===== src/rtl/utick_pkg.sv =====
// Shared constants and types for the fractional microsecond tick counter.
// Assumes byte offsets of 8 bits and a 32-bit register port.
package utick_pkg;
    localparam int FIELD_W = 8;
    localparam int REG_W   = 32;
    localparam int ADDR_W  = 8;

    localparam logic [ADDR_W-1:0] OFS_COUNT = 8'h10;
    localparam logic [ADDR_W-1:0] OFS_RATIO = 8'h14;
    localparam logic [ADDR_W-1:0] OFS_HOLD  = 8'h4C;

    // Numerator in the upper byte, denominator in the lower byte.
    typedef struct packed {
        logic [FIELD_W-1:0] num_m1;
        logic [FIELD_W-1:0] den_m1;
    } ratio_cfg_t;

    localparam ratio_cfg_t RATIO_RESET = '{num_m1: 8'h00, den_m1: 8'h0B};
endpackage


===== src/rtl/utick_regs.sv =====
// Register file: ratio configuration, hold control and the read mux.
// Assumes single-cycle writes; reads are combinational on the address.
module utick_regs
    import utick_pkg::*;
#(
    parameter int CNT_W = 32
) (
    input  logic              clk_i,
    input  logic              rst_ni,
    input  logic              we_i,
    input  logic [ADDR_W-1:0] addr_i,
    input  logic [REG_W-1:0]  wdata_i,
    input  logic [CNT_W-1:0]  cnt_i,
    output ratio_cfg_t        cfg_o,
    output logic              hold_o,
    output logic              cfg_wr_o,
    output logic [REG_W-1:0]  rdata_o
);
    localparam int CFG_W = $bits(ratio_cfg_t);

    ratio_cfg_t       cfg_q;
    logic             hold_q;
    logic [REG_W-1:0] cnt_ext;
    logic             unused_wbits;

    assign unused_wbits = ^{wdata_i[REG_W-1:CFG_W], wdata_i[CFG_W-1:1]};

    // Fit the counter to the register width.
    generate
        if (CNT_W < REG_W) begin : g_pad
            assign cnt_ext = {{(REG_W-CNT_W){1'b0}}, cnt_i};
        end else begin : g_trim
            assign cnt_ext = cnt_i[REG_W-1:0];
        end
    endgenerate

    // Pulse that restarts the accumulator when the ratio is rewritten.
    assign cfg_wr_o = we_i && (addr_i == OFS_RATIO);

    // Hold the configuration and hold-control state.
    always_ff @(posedge clk_i) begin
        if (!rst_ni) begin
            cfg_q  <= RATIO_RESET;
            hold_q <= 1'b0;
        end else begin
            if (cfg_wr_o) cfg_q <= ratio_cfg_t'(wdata_i[CFG_W-1:0]);
            if (we_i && addr_i == OFS_HOLD) hold_q <= wdata_i[0];
        end
    end

    // Select the read value for the current address.
    always_comb begin
        unique case (addr_i)
            OFS_COUNT: rdata_o = cnt_ext;
            OFS_RATIO: rdata_o = {{(REG_W-CFG_W){1'b0}}, cfg_q};
            OFS_HOLD:  rdata_o = {{(REG_W-1){1'b0}}, hold_q};
            default:   rdata_o = '0;
        endcase
    end

    assign cfg_o  = cfg_q;
    assign hold_o = hold_q;

    // the ratio register takes the written low half at the next edge.
    assert_ratio_write_R2: assert property (@(posedge clk_i) disable iff (!rst_ni)
        cfg_wr_o |=> (cfg_o == ratio_cfg_t'($past(wdata_i[CFG_W-1:0]))));
    // no write touches the ratio register except one at its offset.
    assert_ratio_kept_R9: assert property (@(posedge clk_i) disable iff (!rst_ni)
        !cfg_wr_o |=> $stable(cfg_o));
endmodule


===== src/rtl/utick_ratio.sv =====
// Fractional accumulator: adds the numerator each cycle, ticks on reaching
// the denominator. Assumes the numerator/denominator fit in FIELD_W+1 bits.
module utick_ratio
    import utick_pkg::*;
(
    input  logic       clk_i,
    input  logic       rst_ni,
    input  ratio_cfg_t cfg_i,
    input  logic       hold_i,
    input  logic       clr_i,
    output logic       step_o,
    output logic       tick_o
);
    localparam int ACC_W = FIELD_W + 1;
    localparam int SUM_W = FIELD_W + 2;

    logic [ACC_W-1:0] acc_q, acc_d;
    logic [ACC_W-1:0] num, den;
    logic [SUM_W-1:0] sum;
    logic             full_rate, hit, tick_q;

    // Decode the ratio and form the next accumulator value.
    always_comb begin
        num       = ACC_W'(cfg_i.num_m1) + ACC_W'(1);
        den       = ACC_W'(cfg_i.den_m1) + ACC_W'(1);
        sum       = SUM_W'(acc_q) + SUM_W'(num);
        full_rate = (num >= den);
        hit       = 1'b0;
        acc_d     = acc_q;
        if (clr_i) begin
            acc_d = '0;
        end else if (hold_i) begin
            acc_d = acc_q;
        end else if (full_rate) begin
            hit   = 1'b1;
            acc_d = '0;
        end else if (sum >= SUM_W'(den)) begin
            hit   = 1'b1;
            acc_d = ACC_W'(sum - SUM_W'(den));
        end else begin
            acc_d = ACC_W'(sum);
        end
    end

    // Register the accumulator and the tick.
    always_ff @(posedge clk_i) begin
        if (!rst_ni) begin
            acc_q  <= '0;
            tick_q <= 1'b0;
        end else begin
            acc_q  <= acc_d;
            tick_q <= hit;
        end
    end

    assign step_o = hit;
    assign tick_o = tick_q;

    // the remainder always stays below the denominator.
    assert_acc_bound_R3: assert property (@(posedge clk_i) disable iff (!rst_ni)
        acc_q < den);
    // a held cycle neither ticks nor moves the accumulator.
    assert_hold_quiet_R7: assert property (@(posedge clk_i) disable iff (!rst_ni)
        (hold_i && !clr_i) |=> (!tick_o && $stable(acc_q)));
    // a ratio write restarts the accumulator without a tick.
    assert_clear_R8: assert property (@(posedge clk_i) disable iff (!rst_ni)
        clr_i |=> (acc_q == '0 && !tick_o));
    // numerator at or above the denominator ticks every free cycle.
    assert_full_rate_R4: assert property (@(posedge clk_i) disable iff (!rst_ni)
        (!clr_i && !hold_i && full_rate) |=> tick_o);
endmodule


===== src/rtl/utick_counter.sv =====
// Free-running microsecond counter; advances once per accepted step and
// wraps silently. Assumes the step input is a single-cycle strobe.
module utick_counter #(
    parameter int CNT_W = 32
) (
    input  logic             clk_i,
    input  logic             rst_ni,
    input  logic             step_i,
    output logic [CNT_W-1:0] cnt_o
);
    logic [CNT_W-1:0] cnt_q;

    // Count steps, wrapping at the width.
    always_ff @(posedge clk_i) begin
        if (!rst_ni)     cnt_q <= '0;
        else if (step_i) cnt_q <= cnt_q + CNT_W'(1);
    end

    assign cnt_o = cnt_q;

    // no step, no change.
    assert_idle_stable_R5: assert property (@(posedge clk_i) disable iff (!rst_ni)
        !step_i |=> $stable(cnt_o));
    // a step from all-ones lands on zero.
    assert_wrap_R6: assert property (@(posedge clk_i) disable iff (!rst_ni)
        (step_i && (&cnt_o)) |=> (cnt_o == '0));
endmodule


===== src/rtl/usec_tick_timer.sv =====
// Top level: register port, fractional accumulator and microsecond counter.
// Assumes one reference clock domain and a synchronous active-low reset.
module usec_tick_timer
    import utick_pkg::*;
#(
    parameter int CNT_W = 32
) (
    input  logic                 clk_i,
    input  logic                 rst_ni,
    input  logic                 reg_we_i,
    input  logic [ADDR_W-1:0]    reg_addr_i,
    input  logic [REG_W-1:0]     reg_wdata_i,
    output logic [REG_W-1:0]     reg_rdata_o,
    output logic                 us_tick_o
);
    ratio_cfg_t       cfg;
    logic             hold, cfg_wr, step;
    logic [CNT_W-1:0] cnt;

    utick_regs #(.CNT_W(CNT_W)) u_regs (
        .clk_i    (clk_i),
        .rst_ni   (rst_ni),
        .we_i     (reg_we_i),
        .addr_i   (reg_addr_i),
        .wdata_i  (reg_wdata_i),
        .cnt_i    (cnt),
        .cfg_o    (cfg),
        .hold_o   (hold),
        .cfg_wr_o (cfg_wr),
        .rdata_o  (reg_rdata_o)
    );

    utick_ratio u_ratio (
        .clk_i  (clk_i),
        .rst_ni (rst_ni),
        .cfg_i  (cfg),
        .hold_i (hold),
        .clr_i  (cfg_wr),
        .step_o (step),
        .tick_o (us_tick_o)
    );

    utick_counter #(.CNT_W(CNT_W)) u_count (
        .clk_i  (clk_i),
        .rst_ni (rst_ni),
        .step_i (step),
        .cnt_o  (cnt)
    );

    // the counter moves by one exactly when a tick appears.
    assert_count_tracks_tick_R5: assert property (@(posedge clk_i) disable iff (!rst_ni)
        us_tick_o |-> (cnt == $past(cnt) + CNT_W'(1)));
endmodule


===== config.mk =====
export PLATFORM = sky130hd
export DESIGN_NAME = usec_tick_timer
export DESIGN_NICKNAME = d
export VERILOG_FILES = /design/src/rtl/utick_pkg.sv /design/src/rtl/utick_regs.sv /design/src/rtl/utick_ratio.sv /design/src/rtl/utick_counter.sv /design/src/rtl/usec_tick_timer.sv
export SDC_FILE = /design/constraint.sdc
export NUM_CORES = 1
export LEC_CHECK = 0
export BUFFER_PORTS_ARGS = -buffer_cell sky130_fd_sc_hd__buf_2
export CAP_MARGIN = 20
export CORE_MARGIN = 1
export CORE_UTILIZATION = 40
export CTS_CLUSTER_DIAMETER = 100
export CTS_CLUSTER_SIZE = 8
export DETAILED_ROUTE_END_ITERATION = 10
export GPL_ROUTABILITY_DRIVEN = 0
export GPL_TIMING_DRIVEN = 0
export SLEW_MARGIN = 20
export SYNTH_ARGS = -nofsm -noshare
export SYNTH_HDL_FRONTEND = slang
export SYNTH_SLANG_ARGS = --single-unit

===== constraint.sdc =====
create_clock -name clk_i -period 3.91 [get_ports clk_i]
set_input_delay 0.782 -clock clk_i [delete_from_list [all_inputs] [get_ports clk_i]]
set_output_delay 0.782 -clock clk_i [all_outputs]
set_load 0.01 [all_outputs]

== Word level (Yosys, flattened, before mapping) ==
Index checks and enable logic that the tools add are counted.

* Mux-type cells: 7
* Add/subtract/negate cells: 5
* Bitwise gates (word level): 1
* $lt $le $gt $ge: 2
* Reduce and logical (&&, ||, !) cells: 3
* Equal/unequal tests: 3

{| class="wikitable"
|+ Operators by type and width
! operator !! count
|-
| case mux 32 bit (3 select lines) || 1
|-
| adder 32 x 1 -> 32 bit, second input constant || 1
|-
| adder 8 x 1 -> 9 bit, second input constant || 2
|-
| 2-to-1 mux 9 bit || 2
|-
| == test 8 x 5 -> 1 bit, second input constant || 2
|-
| adder 9 x 9 -> 10 bit || 1
|-
| greater-or-equal comparator 10 x 9 -> 1 bit || 1
|-
| greater-or-equal comparator 9 bit || 1
|-
| subtractor 9 bit || 1
|-
| == test 8 x 7 -> 1 bit, second input constant || 1
|-
| 2-to-1 mux 1 bit || 4
|-
| logical AND 1 bit || 2
|-
| OR reduction 2 bit || 1
|-
| inverter 1 bit || 1
|}

* Logic and storage cells: 27
* Input port bits: 43
* Output and inout bits: 33
* Flip-flop bits (word level): 59

== Longest topological paths before layout ==
* Depth in word-level cells: 7
* Depth in mapped cells: 19
* Gate-level depth less buffers: 17

== Modules after synthesis ==
Synthesis repeated with hierarchy kept, for this count alone.

* Cell total of the unflattened synthesis: 488
* Area, all modules: 4225.3 um2

{| class="wikitable"
|+ Modules (own cells, without submodules)
! module !! sequential area each (um2) !! instances !! cells each !! area each (um2)
|-
| utick_ratio || 200.2 || 1 || 191 || 1596.5
|-
| utick_counter || 640.6 || 1 || 176 || 1562.7
|-
| utick_regs || 340.3 || 1 || 121 || 1066.0
|}

== Least setup slack after synthesis ==
OpenSTA, ideal clock, no wires.

* Kind: flip-flop to flip-flop
* From: reg u_regs.cfg_q, in the netlist u_regs.cfg_o[8]
* To: reg u_count.cnt_q[3], in the netlist u_count.cnt_o[3]
* Setup time: 0.128 ns
* Path buffers: 2
* Period minus slack after synthesis: 3.666 ns
* Path slack: 0.244 ns
* Arrival: 3.539 ns
* Cell stages (with the launch flop): 20
* Required time: 3.782 ns
* Path through: dfxtp_1 ha_1 nand3_1 xnor2_1 ha_1 and3_1 a221oi_1 o21bai_1 a21oi_1 xnor2_1 ha_1 inv_1 a311oi_1 a211oi_1 nand4_1 buf_2 buf_2 nand3_1 xor2_1 nor2_1

* Word-level cells in the longest chain between the ends: 7
* Elaborated cells on any way between the ends: 8
* Classes of those cells: add/sub: 2; order compare: 2; mux: 4

{| class="wikitable"
|+ Ends and longest elaborated chain
! element !! line !! source
|-
| start: declaration || utick_regs.sv:21 || <nowiki>ratio_cfg_t cfg_q;</nowiki>
|-
| start signal: assignment || utick_regs.sv:46 || <nowiki>if (cfg_wr_o) cfg_q <= ratio_cfg_t'(wdata_i[CFG_W-1:0]);</nowiki>
|-
| adder 8 x 1 -> 9 bit (*) || utick_ratio.sv:24 || <nowiki>num = ACC_W'(cfg_i.num_m1) + ACC_W'(1);</nowiki>
|-
| adder 9 x 9 -> 10 bit || utick_ratio.sv:26 || <nowiki>sum = SUM_W'(acc_q) + SUM_W'(num);</nowiki>
|-
| greater-or-equal comparator 10 x 9 -> 1 bit || utick_ratio.sv:37 || <nowiki>end else if (sum >= SUM_W'(den)) begin</nowiki>
|-
| 2-to-1 mux 1 bit || utick_ratio.sv:37 ||
|-
| 2-to-1 mux 1 bit (*) || utick_ratio.sv:34 || <nowiki>end else if (full_rate) begin</nowiki>
|-
| 2-to-1 mux 1 bit (*) || utick_ratio.sv:32 || <nowiki>end else if (hold_i) begin</nowiki>
|-
| 2-to-1 mux 1 bit (*) || utick_ratio.sv:30 || <nowiki>if (clr_i) begin</nowiki>
|-
| end signal: assignment || utick_counter.sv:16 || <nowiki>else if (step_i) cnt_q <= cnt_q + CNT_W'(1);</nowiki>
|-
| end: declaration || utick_counter.sv:11 || <nowiki>logic [CNT_W-1:0] cnt_q;</nowiki>
|}

Every way passes the cells marked *; elsewhere a longest branch is shown, timed or not.
A chain may end at the register's enable or synchronous reset.

== Final worst setup path ==
* From: reg u_regs.cfg_q, in the netlist u_regs.cfg_o[9]
* To: reg u_count.cnt_q[18], in the netlist u_count.cnt_o[18]

Same word-level chain as after synthesis.

==> out/metrics.csv <==
stage;metric;value;unit
global_route;antenna_found_initial;0;
synthesis;ys_ff_latch;59;
timing;hold_viol;0;
floorplanning;coreArea;9820;µm²
routing;drt-vias-per-instance;5.39;
synthesis;netlist.area_leader.share;29.1;%
critical_path;criticalPathCategory;flip-flop to flip-flop;
timing;relSlewSlack;54.6;%
clock_network;clk_latency;0.35;ns
clock_network;clkTransAtPathRegs;0.08;ns
timing;setup_viol;0;
timing;max_slew.worst_pin.slew;0.680;ns
floorplanning;die_area;10600;µm²
layout;fin_nets;661;
timing;rsz0062_at_grt;yes;
timing;finClkSkew;0.0164;ns
clock_network;cts.sinks;59;
critical_path;worstSetupEndpointType;flip-flop;
routing;drt_first_iter_violations;160;
routing;drc_errors;0;
power_and_ir_drop;finalPower;2.21;mW
synthesis;synthCells;498;
global_route;grt_pass1_vias;3804;
power_and_ir_drop;power-per-cell-area;428;nW/µm²
clock_network;cts_tree;yes;
floorplanning;initial_core_util;41.3;%
routing;vias;3894;
layout;antennaDiodeCount;0;
place;post-dp-hpwl;8550;µm
global_route;grt.overflow.total;0;
critical_path;cp-startpoint;u_regs.cfg_o[9]$_SDFFE_PN0P_;
synthesis;synth_area_per_cell;8.15;µm²
run;cap_viol_max_count;0;
critical_path;regToRegStartpoint;u_regs.cfg_o[9]$_SDFFE_PN0P_;
clock_network;cts_made_buffers;9;
place;port_buffers;59;
synthesis;synth_compound_area_share;11.4;%
synthesis;synthXorXnorAreaFrac;11.7;%
critical_path;worstSetupStartpointType;flip-flop;
synthesis;synth_mux_area_share;5.43;%
synthesis;synth_top_area_cell;dfxtp_1;
floorplanning;rows;36;
synthesis;yosysSeqAreaShare;29.1;%
global_route;grt_max_degree;12;
layout;nFillCells;974;
status;outcome;completed;
place;dp_cells;690;
synthesis;syn_area;4060;µm²
clock_network;cts_root_buf;clkbuf_8;
synthesis;synth_top_family_by_area;simple AND/OR/NAND/NOR gates;
synthesis;synth_area_leaders;dfxtp_1, ha_1, xor2_1;
global_route;grt_first_pass_wirelength;18300;µm
routing;ant_nets;0;
critical_path;crit_required;4.19;ns
global_route;track_usage;22.8;%
timing;fin_crit;3.88;ns
layout;syn_to_final_growth;26.9;%
clock_network;h-tree-depth;3;
power_and_ir_drop;ir_drop;0.265;mV
power_and_ir_drop;p_leak;2.17;nW
timing;maxSlewViolCount;0;
synthesis;ys_warn_count;0;
floorplanning;die_height;103;µm
layout;layout_common_cells;nand2_1, buf_2, dfxtp_1, nor2_1, xor2_1;
synthesis;syn_nets;574;
min_path;hold_path_class;flip-flop to flip-flop;
layout;fin_cells;723;
clock_network;postCtsHoldBufs;0;
routing;wl_per_cell;16.0;µm
critical_path;cp_max_fo;8;
routing;drtPass1Iterations;4;
synthesis;synthSimpleGateAreaFrac;28.6;%
routing;wirelength;11600;µm
timing;fmax;257;MHz
layout;drive_gt1_share;25.1;%
clock_network;clk_path_buf_depth;2;
min_path;worstHoldStart;u_ratio.acc_q[2]$_SDFFE_PP0N_;
synthesis;synth_cell_type_count;54;
timing;timing.final.crit_share;99.3;%
floorplanning;die_w;103;µm
synthesis;synthAdderAreaFrac;10.5;%
critical_path;worstPathArrival;4.16;ns
floorplanning;pin_count;76;
==> power by group <==
group / internal [mW] / switching (mW) / leakage (nW) / total, mW
Combinational: 0.448 / 0.547 / 1.61 / 0.995
Sequential: 0.655 / 0.0528 / 0.482 / 0.707
Clock: 0.232 / 0.271 / 0.0799 / 0.503
==> what timing repair did <==
action / CTS / global route
cloned: 0 / 0
buffers inserted: 10 / 7
resized for setup: 29 / 31
endpoints found under the setup margin: 42 / 45
pin swaps: 14 / 19
==> path summary, 6_finish.rpt <==
kind                                                  endpoint  slack (ns)  depth (start not counted)
worst max-delay path            u_count.cnt_o[18]$_SDFFE_PN0P_        0.03                         18
worst min-delay path             u_ratio.acc_q[2]$_SDFFE_PP0N_        0.48                          2
worst max register to register  u_count.cnt_o[18]$_SDFFE_PN0P_        0.03                         18
worst min register to register   u_ratio.acc_q[2]$_SDFFE_PP0N_        0.48                          2
==> synth_stat cells, drive strengths merged <==
| cell type | count |
|---|---|
| a2111oi | 3 |
| a211o | 2 |
| a211oi | 2 |
| a21boi | 1 |
| a21o | 5 |
| a21oi | 28 |
| a221oi | 1 |
| a311oi | 1 |
| a31oi | 1 |
| and2 | 21 |
| and3 | 11 |
| and4 | 8 |
| buf | 8 |
| clkbuf | 12 |
| dfxtp | 59 |
| dlygate4sd1 | 1 |
| fa | 2 |
| ha | 31 |
| inv | 8 |
| mux2i | 22 |
| nand2 | 65 |
| nand2b | 2 |
| nand3 | 25 |
| nand4 | 24 |
| nor2 | 54 |
| nor2b | 2 |
| nor3 | 4 |
| nor3b | 3 |
| nor4 | 1 |
| nor4b | 3 |
| o2111ai | 1 |
| o211ai | 4 |
| o21a | 3 |
| o21ai | 17 |
| o21bai | 2 |
| o311ai | 1 |
| o31ai | 1 |
| o41ai | 2 |
| or2 | 1 |
| or3 | 2 |
| xnor2 | 22 |
| xor2 | 32 |
==> layout make-up <==
class | count | area [µm²] | share of cell area, %
multi-input cells | 410 | 3050 | 59.1
flip-flops and latches | 59 | 1200 | 23.3
well taps | 133 | 166 | 3.23
clock buffers | 11 | 131 | 2.55
repair buffers | 76 | 423 | 8.21
clock inverters | 5 | 37.5 | 0.729
plain buffers | 21 | 119 | 2.31
inverters | 8 | 30.0 | 0.583
==> per-stage QoR <==
step / setup TNS [ns] / util [%] / hold slack [ns] / setup WS [ns] / instance area [µm²]
2_1_floorplan: 0 / - / 0.429 / 0.244 / 4060
3_3_place_gp: -17.20 / 46.0 / 0.444 / -0.570 / 4520
3_5_place_dp: -19.32 / 46.0 / 0.459 / -0.622 / 4520
4_1_cts: 0 / 49.8 / 0.480 / 0.0231 / 4890
5_1_grt: -2.19 / 52.4 / 0.497 / -0.121 / 5150
6_report: 0 / 52.4 / 0.478 / 0.0259 / 5150
==> cell families after synthesis <==
family                   after synthesis
AND/OR/NAND/NOR                      226
AO/OA/AOI/OAI                         75
flip-flops                            59
XOR/XNOR                              54
adder cells (fa/ha/maj)               33
buffers and inverters                 29
multiplexers                          22
==> flip-flops by register name (all words and copies together), names as in the netlist <==
register / flops
u_ratio.acc_q: 9
u_regs.hold_o: 1
u_regs.cfg_o: 16
u_count.cnt_o: 32
u_ratio.tick_o: 1
==> routing by layer <==
metal  part of all wire (%)  vias up  track usage (%)  wire (µm)
met5                      0        -                0          0
met4                    1.8        0             5.93        207
met3                    3.0       26             3.59        351
met2                     51       78             42.1       5930
met1                     44     1861             27.4       5110
li1                       -     1929                -          -
==> worst max-delay path, cell delays in order, from the launching register on <==
cell	delay, ns
dfxtp_4	0.39
ha_4	0.17
nand3_4	0.11
xnor2_4	0.23
ha_4	0.25
and3_4	0.18
a221oi_4	0.30
buf_4	0.15
buf_4	0.13
xnor2_4	0.08
ha_4	0.30
nand4_1	0.11
a311oi_2	0.31
a211oi_2	0.08
nand4_1	0.23
buf_6	0.17
nand4_1	0.11
or3_1	0.36
a21oi_1	0.15
Note: power is estimated with default switching activity, not from simulation.
